==> src/rtl/ea_gen_pkg.sv <==
// Package: ea_gen_pkg
// Shared encodings for the load/store effective address generator.
// Assumes the mode input is 3 bits and the size input is 2 bits wide.
package ea_gen_pkg;

    // Mode codes seen on the mode input; 6 and 7 are unused.
    localparam logic [2:0] MODE_DIRECT  = 3'd0;
    localparam logic [2:0] MODE_IND     = 3'd1;
    localparam logic [2:0] MODE_POSTINC = 3'd2;
    localparam logic [2:0] MODE_PREDEC  = 3'd3;
    localparam logic [2:0] MODE_DISP    = 3'd4;
    localparam logic [2:0] MODE_INDEX   = 3'd5;

    // Size codes; code 3 is unused.
    localparam logic [1:0] SIZE_BYTE = 2'd0;
    localparam logic [1:0] SIZE_WORD = 2'd1;
    localparam logic [1:0] SIZE_LONG = 2'd2;

    // Source selected for the effective address.
    typedef enum logic [2:0] {
        EA_NONE,
        EA_BASE,
        EA_BASE_DEC,
        EA_BASE_DISP,
        EA_BASE_IDX
    } ea_sel_e;

    // Source selected for the write-back value.
    typedef enum logic [1:0] {
        WB_NONE,
        WB_INC,
        WB_DEC
    } wb_sel_e;

endpackage

==> src/rtl/ea_mode_decode.sv <==
// Module: ea_mode_decode
// Turns the mode and size codes into datapath selects, the step shift
// (log2 of the operand size) and a legality flag.
// Assumes nothing about the request strobe; it decodes every cycle.
module ea_mode_decode
    import ea_gen_pkg::*;
(
    input  logic [2:0] mode,
    input  logic [1:0] size,
    output logic       legal,
    output logic       addr_req,
    output logic       wb_req,
    output ea_sel_e    ea_sel,
    output wb_sel_e    wb_sel,
    output logic [1:0] step_shift
);

    logic mode_ok;
    logic size_ok;

    // Size code to shift amount: byte 0, word 1, longword 2.
    always_comb begin
        size_ok    = 1'b1;
        step_shift = 2'd0;
        case (size)
            SIZE_BYTE: step_shift = 2'd0;
            SIZE_WORD: step_shift = 2'd1;
            SIZE_LONG: step_shift = 2'd2;
            default: begin
                step_shift = 2'd0;
                size_ok    = 1'b0;
            end
        endcase
    end

    // Mode code to address and write-back selects.
    always_comb begin
        mode_ok   = 1'b1;
        ea_sel    = EA_NONE;
        wb_sel    = WB_NONE;
        case (mode)
            MODE_DIRECT:  ea_sel = EA_NONE;
            MODE_IND:     ea_sel = EA_BASE;
            MODE_POSTINC: begin
                ea_sel = EA_BASE;
                wb_sel = WB_INC;
            end
            MODE_PREDEC: begin
                ea_sel = EA_BASE_DEC;
                wb_sel = WB_DEC;
            end
            MODE_DISP:    ea_sel = EA_BASE_DISP;
            MODE_INDEX:   ea_sel = EA_BASE_IDX;
            default:      mode_ok = 1'b0;
        endcase
    end

    // Combine legality and qualify the address and write-back requests.
    always_comb begin
        legal    = mode_ok && size_ok;
        addr_req = legal && (ea_sel != EA_NONE);
        wb_req   = legal && (wb_sel != WB_NONE);
    end

endmodule

==> src/rtl/ea_addr_path.sv <==
// Module: ea_addr_path
// Arithmetic for the effective address and the new base value.
// All sums wrap modulo 2**AW. Assumes DW + 2 <= AW so a scaled
// displacement always fits.
module ea_addr_path
    import ea_gen_pkg::*;
#(
    parameter int AW = 32,
    parameter int DW = 4
) (
    input  ea_sel_e       ea_sel,
    input  wb_sel_e       wb_sel,
    input  logic [1:0]    step_shift,
    input  logic [AW-1:0] base_val,
    input  logic [AW-1:0] index_val,
    input  logic [DW-1:0] disp,
    output logic [AW-1:0] ea_next,
    output logic [AW-1:0] wbv_next
);

    localparam int SCALED_W = DW + 3;

    logic [AW-1:0]       step;
    logic [SCALED_W-1:0] disp_scaled;
    logic [AW-1:0]       base_inc;
    logic [AW-1:0]       base_dec;
    logic [AW-1:0]       base_disp;
    logic [AW-1:0]       base_idx;

    // Step and scaled displacement from the size shift.
    always_comb begin
        step        = AW'(1) << step_shift;
        disp_scaled = SCALED_W'(disp) << step_shift;
    end

    // The four adders, each wrapping at the address width.
    always_comb begin
        base_inc  = base_val + step;
        base_dec  = base_val - step;
        base_disp = base_val + AW'(disp_scaled);
        base_idx  = base_val + index_val;
    end

    // Effective address select.
    always_comb begin
        case (ea_sel)
            EA_BASE:      ea_next = base_val;
            EA_BASE_DEC:  ea_next = base_dec;
            EA_BASE_DISP: ea_next = base_disp;
            EA_BASE_IDX:  ea_next = base_idx;
            default:      ea_next = '0;
        endcase
    end

    // Write-back value select.
    always_comb begin
        case (wb_sel)
            WB_INC:  wbv_next = base_inc;
            WB_DEC:  wbv_next = base_dec;
            default: wbv_next = '0;
        endcase
    end

endmodule

==> src/rtl/ea_out_reg.sv <==
// Module: ea_out_reg
// Output register stage: one cycle from request to response.
// Addresses and write-back values are zeroed when not qualified.
// Assumes a synchronous active-low reset.
module ea_out_reg #(
    parameter int AW = 32
) (
    input  logic          clk,
    input  logic          rst_n,
    input  logic          req_valid,
    input  logic          legal,
    input  logic          addr_req,
    input  logic          wb_req,
    input  logic [AW-1:0] ea_next,
    input  logic [AW-1:0] wbv_next,
    output logic          rsp_valid,
    output logic          addr_valid,
    output logic [AW-1:0] eff_addr,
    output logic          wb_en,
    output logic [AW-1:0] wb_value,
    output logic          bad_req
);

    logic take_addr;
    logic take_wb;

    // Qualify each result with the request strobe.
    always_comb begin
        take_addr = req_valid && addr_req;
        take_wb   = req_valid && wb_req;
    end

    // Register the response; reset clears every flag and value.
    always_ff @(posedge clk) begin
        if (!rst_n) begin
            rsp_valid  <= 1'b0;
            addr_valid <= 1'b0;
            eff_addr   <= '0;
            wb_en      <= 1'b0;
            wb_value   <= '0;
            bad_req    <= 1'b0;
        end else begin
            rsp_valid  <= req_valid;
            addr_valid <= take_addr;
            eff_addr   <= take_addr ? ea_next : '0;
            wb_en      <= take_wb;
            wb_value   <= take_wb ? wbv_next : '0;
            bad_req    <= req_valid && !legal;
        end
    end

    AST_RSP_FOLLOWS_REQ: assert property (@(posedge clk) disable iff (!rst_n)
        req_valid |=> rsp_valid);
    AST_IDLE_QUIET: assert property (@(posedge clk) disable iff (!rst_n)
        !req_valid |=> !rsp_valid && !addr_valid && !wb_en && !bad_req);
    AST_BAD_SILENT: assert property (@(posedge clk) disable iff (!rst_n)
        bad_req |-> !addr_valid && !wb_en);
    AST_WB_NEEDS_ADDR: assert property (@(posedge clk) disable iff (!rst_n)
        wb_en |-> addr_valid && rsp_valid);
    AST_ZERO_ADDR_WHEN_IDLE: assert property (@(posedge clk) disable iff (!rst_n)
        !addr_valid |-> eff_addr == '0);
    AST_ZERO_WB_WHEN_IDLE: assert property (@(posedge clk) disable iff (!rst_n)
        !wb_en |-> wb_value == '0);

endmodule

==> src/rtl/lsu_ea_gen.sv <==
// Module: lsu_ea_gen
// Top of the load/store effective address generator: decode, address
// arithmetic and a registered output stage.
// Assumes the register file applies wb_value when wb_en is high.
module lsu_ea_gen
    import ea_gen_pkg::*;
#(
    parameter int AW = 32,
    parameter int DW = 4
) (
    input  logic          clk,
    input  logic          rst_n,
    input  logic          req_valid,
    input  logic [2:0]    mode,
    input  logic [1:0]    size,
    input  logic [AW-1:0] base_val,
    input  logic [AW-1:0] index_val,
    input  logic [DW-1:0] disp,
    output logic          rsp_valid,
    output logic          addr_valid,
    output logic [AW-1:0] eff_addr,
    output logic          wb_en,
    output logic [AW-1:0] wb_value,
    output logic          bad_req
);

    logic          legal;
    logic          addr_req;
    logic          wb_req;
    ea_sel_e       ea_sel;
    wb_sel_e       wb_sel;
    logic [1:0]    step_shift;
    logic [AW-1:0] ea_next;
    logic [AW-1:0] wbv_next;

    ea_mode_decode u_decode (
        .mode       (mode),
        .size       (size),
        .legal      (legal),
        .addr_req   (addr_req),
        .wb_req     (wb_req),
        .ea_sel     (ea_sel),
        .wb_sel     (wb_sel),
        .step_shift (step_shift)
    );

    ea_addr_path #(.AW(AW), .DW(DW)) u_path (
        .ea_sel     (ea_sel),
        .wb_sel     (wb_sel),
        .step_shift (step_shift),
        .base_val   (base_val),
        .index_val  (index_val),
        .disp       (disp),
        .ea_next    (ea_next),
        .wbv_next   (wbv_next)
    );

    ea_out_reg #(.AW(AW)) u_out (
        .clk        (clk),
        .rst_n      (rst_n),
        .req_valid  (req_valid),
        .legal      (legal),
        .addr_req   (addr_req),
        .wb_req     (wb_req),
        .ea_next    (ea_next),
        .wbv_next   (wbv_next),
        .rsp_valid  (rsp_valid),
        .addr_valid (addr_valid),
        .eff_addr   (eff_addr),
        .wb_en      (wb_en),
        .wb_value   (wb_value),
        .bad_req    (bad_req)
    );

    AST_DIRECT_NO_ADDR: assert property (@(posedge clk) disable iff (!rst_n)
        req_valid && mode == MODE_DIRECT |=> !addr_valid && !wb_en);
    AST_POSTINC_USES_OLD_BASE: assert property (@(posedge clk) disable iff (!rst_n)
        req_valid && mode == MODE_POSTINC && size != 2'd3
        |=> wb_en && eff_addr == $past(base_val));
    AST_PREDEC_EA_IS_WB: assert property (@(posedge clk) disable iff (!rst_n)
        req_valid && mode == MODE_PREDEC && size != 2'd3
        |=> wb_en && eff_addr == wb_value);
    AST_BAD_MODE_FLAGGED: assert property (@(posedge clk) disable iff (!rst_n)
        req_valid && mode > MODE_INDEX |=> bad_req);

endmodule

==> config.mk <==
export PLATFORM = sky130hd
export DESIGN_NAME = lsu_ea_gen
export DESIGN_NICKNAME = d
export VERILOG_FILES = /design/src/rtl/ea_gen_pkg.sv /design/src/rtl/ea_mode_decode.sv /design/src/rtl/ea_addr_path.sv /design/src/rtl/ea_out_reg.sv /design/src/rtl/lsu_ea_gen.sv
export SDC_FILE = /design/constraint.sdc
export NUM_CORES = 1
export LEC_CHECK = 0
export BUFFER_PORTS_ARGS = -buffer_cell sky130_fd_sc_hd__buf_2
export CAP_MARGIN = 20
export CORE_ASPECT_RATIO = 0.75
export CORE_MARGIN = 5
export CORE_UTILIZATION = 50
export DETAILED_ROUTE_END_ITERATION = 8
export HOLD_SLACK_MARGIN = 0.1
export PLACE_DENSITY = 0.76
export REMOVE_ABC_BUFFERS = 1
export SYNTH_ARGS = -nofsm -noshare
export SYNTH_HDL_FRONTEND = slang
export SYNTH_SLANG_ARGS = --single-unit
==> constraint.sdc <==
create_clock -name clk -period 3.3 [get_ports clk]
set_clock_uncertainty 0.15 [all_clocks]
set_input_delay 0 -clock clk [delete_from_list [all_inputs] [get_ports clk]]
set_output_delay 0 -clock clk [all_outputs]
set_load 0.02 [all_outputs]
# ---- Yosys cells after proc, flatten, opt, wreduce, memory -nomap -nowiden
# Cells that the tools add are included.
dict set report word_totals {
  regBits 68
  in_bits 76
  word_cells 48
}
dict set report op_classes {
  n_reduce_logical 16
  shifts 2
  muxes 7
  add_sub_neg 4
  eq_ne 13
}
# op count
set op_table {}
lappend op_table {{$pmux W32 S4} 1}
lappend op_table {{$add A32 B32 Y32} 2}
lappend op_table {{$pmux W32 S2} 1}
lappend op_table {{$add A32 B7 Y32} 1}
lappend op_table {{$shl A1 B2 Y32 const A} 1}
lappend op_table {{$sub A32 B32 Y32} 1}
lappend op_table {{$eq A3 B2 Y1 const B} 4}
lappend op_table {{$pmux W3 S4} 1}
lappend op_table {{$eq A3 B3 Y1 const B} 3}
lappend op_table {{$pmux W2 S2} 2}
lappend op_table {{$shl A4 B2 Y7} 1}
lappend op_table {{$eq A3 B1 Y1 const B} 2}
lappend op_table {{$logic_and A1 B1 Y1} 6}
lappend op_table {{$reduce_or A6 Y1} 1}
lappend op_table {{$eq A2 B1 Y1 const B} 2}
lappend op_table {{$eq A2 B2 Y1 const B} 2}
lappend op_table {{$reduce_and A2 Y1} 2}
lappend op_table {{$logic_not A3 Y1} 1}
lappend op_table {{$reduce_bool A3 Y1} 1}
lappend op_table {{$reduce_or A3 Y1} 1}
lappend op_table {{$logic_not A2 Y1} 1}
lappend op_table {{$mux W1} 2}
lappend op_table {{$reduce_bool A2 Y1} 1}
lappend op_table {{$reduce_or A2 Y1} 1}
lappend op_table {{$logic_not A1 Y1} 1}

# ---- Longest topological paths before layout
# Gate-level depths: netlist (run 1).
dict set report depth {
  word_depth 7
  depth_mapped 18
  mapped_depth_nobuf 17
}

# ---- By module
# From an unflattened synthesis (run 1), not the netlist that was laid out.
dict set report hier_totals {
  cells_unflattened 913
  area_unflattened_um2 6851.6
}
# module seq_area_each_um2 area_per_inst_um2 n_inst cells_each
set by_module_without_submodules {}
lappend by_module_without_submodules {ea_addr_path 0.0 4685.7 1 743}
lappend by_module_without_submodules {ea_out_reg 1361.3 2075.7 1 156}
lappend by_module_without_submodules {ea_mode_decode 0.0 90.1 1 14}

# ---- Worst setup path after synthesis (run 1)
# No wires, ideal clock.
dict set report synth_path {
  path_type {in2reg}
  from {input mode[2]}
  to {register u_out.eff_addr[28]}
  t_arrival_ns 3.191
  setup_time_ns 0.079
  path_buffers 2
  setup_slack_ns -0.120
  t_required_ns 3.071
  stages 18
  cell_sequence {clkbuf_1 -> nor2b_1 -> and2_1 -> clkbuf_1 -> nand2_1 -> o31ai_1 -> ha_1 -> inv_1 -> fa_1 -> nor2b_1 -> o2111ai_1 -> a31o_2 -> nand4_1 -> a21oi_1 -> o21bai_1 -> a41oi_1 -> a2111o_1 -> o211ai_1}
}
dict set report synth_via {
  elab_chain_cells 7
}
# item line_no
set synth_lines {}
lappend synth_lines {{start: declaration} lsu_ea_gen.sv:14} ;# input logic [2:0] mode,
lappend synth_lines {{parallel branches: the longest is 7 deep, another holds $pmux W32 S4} --}
lappend synth_lines {{end signal: assignment} ea_out_reg.sv:45} ;# eff_addr <= take_addr ? ea_next : '0;
lappend synth_lines {{end: declaration} ea_out_reg.sv:18} ;# output logic [AW-1:0] eff_addr,
# Parallel ways; which one is timed is not known.
# A chain may end at the register's enable or synchronous reset.

# ---- Final worst setup path (run 1)
dict set report layout_path {
  from {input rst_n}
  to {register u_out.wb_value[13]}
}
dict set report layout_via {
  elab_chain_cells 1
}
# item line_no
set layout_lines {}
lappend layout_lines {{start: declaration} lsu_ea_gen.sv:12} ;# input logic rst_n,
lappend layout_lines {{$reduce_and A2 Y1 (no line)} --}
lappend layout_lines {{end signal: assignment} ea_out_reg.sv:47} ;# wb_value <= take_wb ? wbv_next : '0;
lappend layout_lines {{end: declaration} ea_out_reg.sv:20} ;# output logic [AW-1:0] wb_value,
# No other way between the ends.

==> results of run 1 <==
sequential cells by signal (all words and copies together) (netlist names):
signal,flops
u_out.wb_value,32
u_out.bad_req,1
u_out.addr_valid,1
u_out.eff_addr,32
u_out.rsp_valid,1
u_out.wb_en,1
cells by family after synthesis:
family,synth area share [%]
adders and majority gates,10.3
AOI/OAI and AO/OA,29.4
DFF,21.6
xor gates and xnor gates,4.73
and+or+nand+nor,27.7
muxes,0.656
buffers and inverters,5.55
power breakdown:
| part | internal, µW | switching [µW] | leakage, µW |
|---|---|---|---|
| combinational | 339 | 448 | 0.00325 |
| sequential | 837 | 3.83 | 0.000551 |
| clock | 697 | 379 | 0.000158 |
through the flow:
step,hold WS [ns],std cells
2_1_floorplan,-0.0597,788
3_3_place_gp,0.110,1190
3_5_place_dp,0.109,1190
4_1_cts,0.113,1253
5_1_grt,0.164,1253
6_report,0.115,1253
worst max-delay path by stage:
stage          cells past startpoint  slack, ns                             to     from
3_3_place_gp                      19      -0.32  u_out.eff_addr[31]$_SDFF_PN0_  size[1]
3_5_place_dp                      20      -0.40  u_out.eff_addr[31]$_SDFF_PN0_  size[1]
2_1_floorplan                     16      -1.03  u_out.eff_addr[28]$_SDFF_PN0_  mode[1]
4_1_cts                           18       0.02  u_out.eff_addr[28]$_SDFF_PN0_  size[0]
6_report                          13       0.06  u_out.wb_value[13]$_SDFF_PN0_    rst_n
5_1_grt                           19      -0.02  u_out.eff_addr[29]$_SDFF_PN0_  size[1]
cell usage after synthesis (all sizes together), types with 12 or more instances:
library cell | number | area (µm²)
a211oi | 23 | 173
a21oi | 70 | 350
a221oi | 22 | 199
a22oi | 19 | 143
and3 | 45 | 282
clkbuf | 50 | 189
dfxtp | 68 | 1360
ha | 47 | 588
inv | 26 | 97.6
nand2 | 82 | 308
nand3 | 16 | 97.6
nor2 | 77 | 289
nor2b | 13 | 81.3
nor3 | 36 | 201
o21ai | 52 | 264
o22ai | 13 | 81.3
or3 | 12 | 85.1
xnor2 | 17 | 149
xor2 | 17 | 149
worst max-delay path: cells and delay by family:
family,cells,cell delay [ns]
buffers and inverters,6,2.18
AND/OR/NAND/NOR,4,0.59
AO/OA/AOI/OAI,3,0.57
cell type report:
class                      count  area [µm²]
sequential                    68        1360
fill                        1023        3720
tap                          166         208
clock inverter                 4        72.6
inverter                      27         101
timing repair buffer         284        1910
clock buffer                  11         253
multi-input combinational    693        4680
routing by layer:
layer	vias to the layer above	GRT usage, %	wire length (µm)
li1	3627	-	-
met2	468	45.3	9900
met4	0	11.0	633
met3	57	6.82	2580
met1	3556	42.2	10300
met5	-	0	0
repair_timing:
action | CTS | global route
setup endpoints to repair | 3 | 16
hold buffers | 48 | 0
hold endpoints to repair | 65 | 0
gates resized for setup | 4 | 21
pin swaps | 2 | 4
==> qor.txt, run 1 <==
status: finished clean
CP max stage delay: 0.61 ns
htree depth: 3
crit path max fanout: 10
drt pass-1 iters: 6
leading register cell type out of synthesis: dfxtp_1
most common cell after layout, fill and taps aside: buf_2
Post-Synthesis Cells: 848
deepest clock path buffer count: 2
post-CTS setup repair buffer count: 0
clk slew on worst S/H paths: 0.05 ns
TritonCTS clock tree: yes
1st-iter DRT viols: 958
buffers added on ports: 143
layout cell share with drive strength beyond 1: 27.5%
PwrDens: 315 mW/mm²
final core occ: 69.8%
crit share post-route: 98.2%
vias: 7708
Fmax achieved: 309 MHz
Final Max Tran Viols: 0
Cell Chain, Critical Path: dlygate4sd3_1, buf_2, nand2_1, dlygate4sd3_1, a2111oi_1, buf_4, and2_1, nand2_1, buf_4, nor3_1, a211oi_1, a31oi_1, dlygate4sd3_1
total CTS buffers: 9
Power, Total: 2700 µW
CTS root buf: clkbuf_16
Vias/cell: 6.15
pin count of the biggest net entering global routing: 49
Required @ worst endpoint: 3.43 ns
startpoint class of the critical path: input pin
die area: 0.0149 mm²
first-pass GRT wire length: 36500 µm
Design Area, Final: 0.00859 mm²
Syn Area/Cell: 7.42 µm²
most frequent cells in the layout: buf_2 (143), buf_4 (92), nand2_1 (82)
Worst Tran Pin Value: 0.881 ns
CTS sink cnt: 68
I/O pins: 144
Routed WL per cell: 18.7 µm
async set-reset flop share out of synthesis: 0%
EDFF count, synth: 0
P_leak: 0.00396 µW
critical path's slowest cell: dlygate4sd3_1
HPWL Detailed: 17200 µm
initial antenna violation count: 0
Die X: 140 µm
crit path kind: in2reg
vias in the first global route: 7053
Final nets: 1209
Rel. slew slack: 41.3%
Remaining DRCs: 0
gr usage total: 30.2%
GR Overflow Total: 0
worst hold endpoint: u_out.wb_value[1]$_SDFF_PN0_
final wirelength: 23400 µm
Hold Path Origin: base_val[1]
RePlAce Congestion: 1.00
post-place setup slack: -0.404 ns
final worst slack: 0.0609 ns
Setup Viol. Count Final: 0
Die Span Y: 107 µm
Initial Util: 51.1%
minimum clock period after layout: 3.24 ns
cell mode on critical path: dlygate4sd3_1
WP data arrival: 3.37 ns
flip-flop and latch count after synthesis: 68
final setup TNS: 0 ns
Cell Area, Placed: 0.00768 mm²
CP Capture Type: register
Synth Cell Area: 0.00629 mm²
max_cap viols: 0
Hold Path Cell Cnt: 4
Distinct cells, synth: 82
Core Area: 0.0123 mm²
n_diodes: 0
Seq/Total Area, Yosys: 21.6%
Worst IR Drop VDD: 0.000234 V
Hold Fails Final Rpt: 0
Hold Crit Class: in2reg
synthesis warning total: 0
area grow syn2layout: 36.5%
post-detailed-route count of antenna-violating nets: 0
FP Rows: 35
Power figures use the tool's default switching activity.
==> inputs of run 2 (changes only) <==
--- a/config.mk
+++ b/config.mk
@@ -7,12 +7,12 @@
 export LEC_CHECK = 0
 export BUFFER_PORTS_ARGS = -buffer_cell sky130_fd_sc_hd__buf_2
 export CAP_MARGIN = 20
-export CORE_ASPECT_RATIO = 0.75
 export CORE_MARGIN = 5
 export CORE_UTILIZATION = 50
 export DETAILED_ROUTE_END_ITERATION = 8
 export HOLD_SLACK_MARGIN = 0.1
 export PLACE_DENSITY = 0.76
+export RECOVER_POWER = 100
 export REMOVE_ABC_BUFFERS = 1
 export SYNTH_ARGS = -nofsm -noshare
 export SYNTH_HDL_FRONTEND = slang
==> qor.txt, run 2 (synthesis results as in run 1) <==
status: finished clean
crit share post-route: 95.3% (-2.8 points)
P_leak: 0.00369 µW (-6.9%)
PwrDens: 302 mW/mm² (-4.2%)
clk slew on worst S/H paths: 0.06 ns (about the same)
I/O pins: 144 (unchanged)
Core Area: 0.0125 mm² (+1.3%)
Hold Path Origin: index_val[30]
buffers added on ports: 143 (unchanged)
drt pass-1 iters: 5 (-1)
P_int: 1790 µW (-4.5%)
1st-iter DRT viols: 867 (-9.5%)
area grow syn2layout: 36.3%
layout cell share with drive strength beyond 1: 21.9% (-5.6 points)
CTS sink cnt: 68 (unchanged)
die area: 0.0149 mm² (-0.15%)
Critical Path Source: base_val[0]
Die X: 122 µm (-12%)
crit path kind: in2reg
CP Capture Type: register
Clk pwr share: 37.0% (-2.8 points)
vias: 7607 (-1.3%)
post-detailed-route count of antenna-violating nets: 0 (unchanged)
Required @ worst endpoint: 3.35 ns (-0.08 ns)
FP Rows: 41 (+17%)
total CTS buffers: 9 (unchanged)
Routed WL per cell: 17.7 µm (-5.3%)
Cell Area, Placed: 0.00765 mm² (-0.39%)
Initial Util: 50.5% (-0.66 points)
Final nets: 1215 (+0.50%)
fill cell count: 1090 (+6.5%)
final wirelength: 22400 µm (-4.4%)
Worst IR Drop VDD: 0.000181 V (-23%)
startpoint class of the critical path: input pin
Design Area, Final: 0.00858 mm² (-0.13%)
most common cell after layout, fill and taps aside: buf_4
Hold Fails Final Rpt: 0 (unchanged)
max_cap viols: 0 (unchanged)
vias in the first global route: 6955 (-1.4%)
gr usage total: 28.9% (-1.3 points)
Final Max Tran Viols: 0 (unchanged)
deepest clock path buffer count: 2 (unchanged)
htree depth: 3 (unchanged)
initial antenna violation count: 0 (unchanged)
P_sw: 798 µW (-3.9%)
first-pass GRT wire length: 34700 µm (-5.1%)
Die Span Y: 122 µm (+14%)
WP data arrival: 3.19 ns (-0.18 ns)
Final Instance Count excl. Fillers: 1265 (+0.96%)
sequential power share: 32.5% (+1.4 points)
Sw Ratio: 30.9% (+0.12 points)
Rel. slew slack: 27.9% (-13 points)
HPWL Detailed: 15800 µm (-8.1%)
Top Registers: u_out.eff_addr x32, u_out.wb_value x32
Remaining DRCs: 0 (unchanged)
Worst Tran Pin Value: 1.08 ns (+0.200 ns)
CTS root buf: clkbuf_16
GR Overflow Total: 0 (unchanged)
pin count of the biggest net entering global routing: 49 (unchanged)
WHS: 0.120 ns (+0.00530 ns)
most frequent cells in the layout: buf_4 (96), nand2_1 (82), nor2_1 (76)
TritonCTS clock tree: yes
Cells after DPL: 1191 (+0.084%)
Vias/cell: 6.01 (-2.2%)
crit path max fanout: 5 (-5)
Setup Viol. Count Final: 0 (unchanged)
RePlAce Congestion: 0.946 (-5.6%)
combinational power share: 30.5% (+1.4 points)
Fmax achieved: 318 MHz (+3.0%)
n_diodes: 0 (unchanged)
Hold Crit Class: in2reg
minimum clock period after layout: 3.15 ns (-0.0929 ns)
## run 2: cell types whose count changed in the layout (fill, tap and decap cells not counted), sizes merged
cell / before / now
bufinv: 2 / 1
dlygate4sd3: 48 / 51
buf: 236 / 171
clkbuf: 11 / 81
clkinvlp: 1 / 0
## run 2: power groups by stage
stage,clock network [µW],registers [µW],logic (µW)
finish,957,841,788
global route,1010,842,857
CTS,961,841,748
detailed placement,0,858,689
global placement,0,858,681
floorplan,0,879,378
## run 2: path summary, 6_finish.rpt
path | endpoint | slack [ns] | cells after the start
worst max-delay path | u_out.eff_addr[28]$_SDFF_PN0_ | 0.15 | 15
worst min-delay path | u_out.eff_addr[30]$_SDFF_PN0_ | 0.12 | 5
## run 2: layout make-up
| class | instances | area [µm²] | area share (%) |
|---|---|---|---|
| timing repair buffer | 290 | 1880 | 21.9 |
| inverter | 27 | 101 | 1.18 |
| clock buffer | 13 | 250 | 2.92 |
| tap | 172 | 215 | 2.51 |
| multi-input combinational | 693 | 4740 | 55.2 |
| clock inverter | 2 | 35.0 | 0.409 |
| sequential | 68 | 1360 | 15.9 |
## run 2: worst max-delay path, stage by stage
cell,delay [ns]
dlygate4sd3_1,0.53
buf_2,0.16
inv_1,0.06
ha_1,0.20
inv_1,0.07
fa_1,0.39
a21o_1,0.20
a211oi_2,0.26
and2_2,0.23
nand3_2,0.16
nor4_4,0.27
and2b_1,0.15
o21ai_0,0.08
a32oi_1,0.30
o211ai_1,0.12
## run 2: repair_timing
item | 4_1_cts | 5_1_grt
endpoints found under the setup margin | 2 | 19
pin swaps | 1 | 18
hold buffers | 51 | 0
setup buffers | 1 | 7
hold endpoints to repair | 65 | 0
gates resized for setup | 4 | 34
## run 2: metal layers
layer	global-route usage, %	part of all wire (%)	vias to the layer above
li1	-	-	3655
met5	0	0	-
met3	3.34	8.4	59
met2	45.8	45	395
met4	10.6	3.2	0
met1	40.5	43	3498
## run 2: through the flow
stage | util, % | setup TNS (ns) | setup WS, ns | power [µW]
5_1_grt | 68.8 | -0.0500 | -0.0289 | 2710
6_report | 68.8 | 0 | 0.154 | 2590
4_1_cts | 68.0 | -0.000964 | -0.000964 | 2550
3_3_place_gp | 61.4 | -1.89 | -0.326 | 1540
2_1_floorplan | - | -16.93 | -1.03 | 1260
3_5_place_dp | 61.4 | -2.55 | -0.408 | 1550
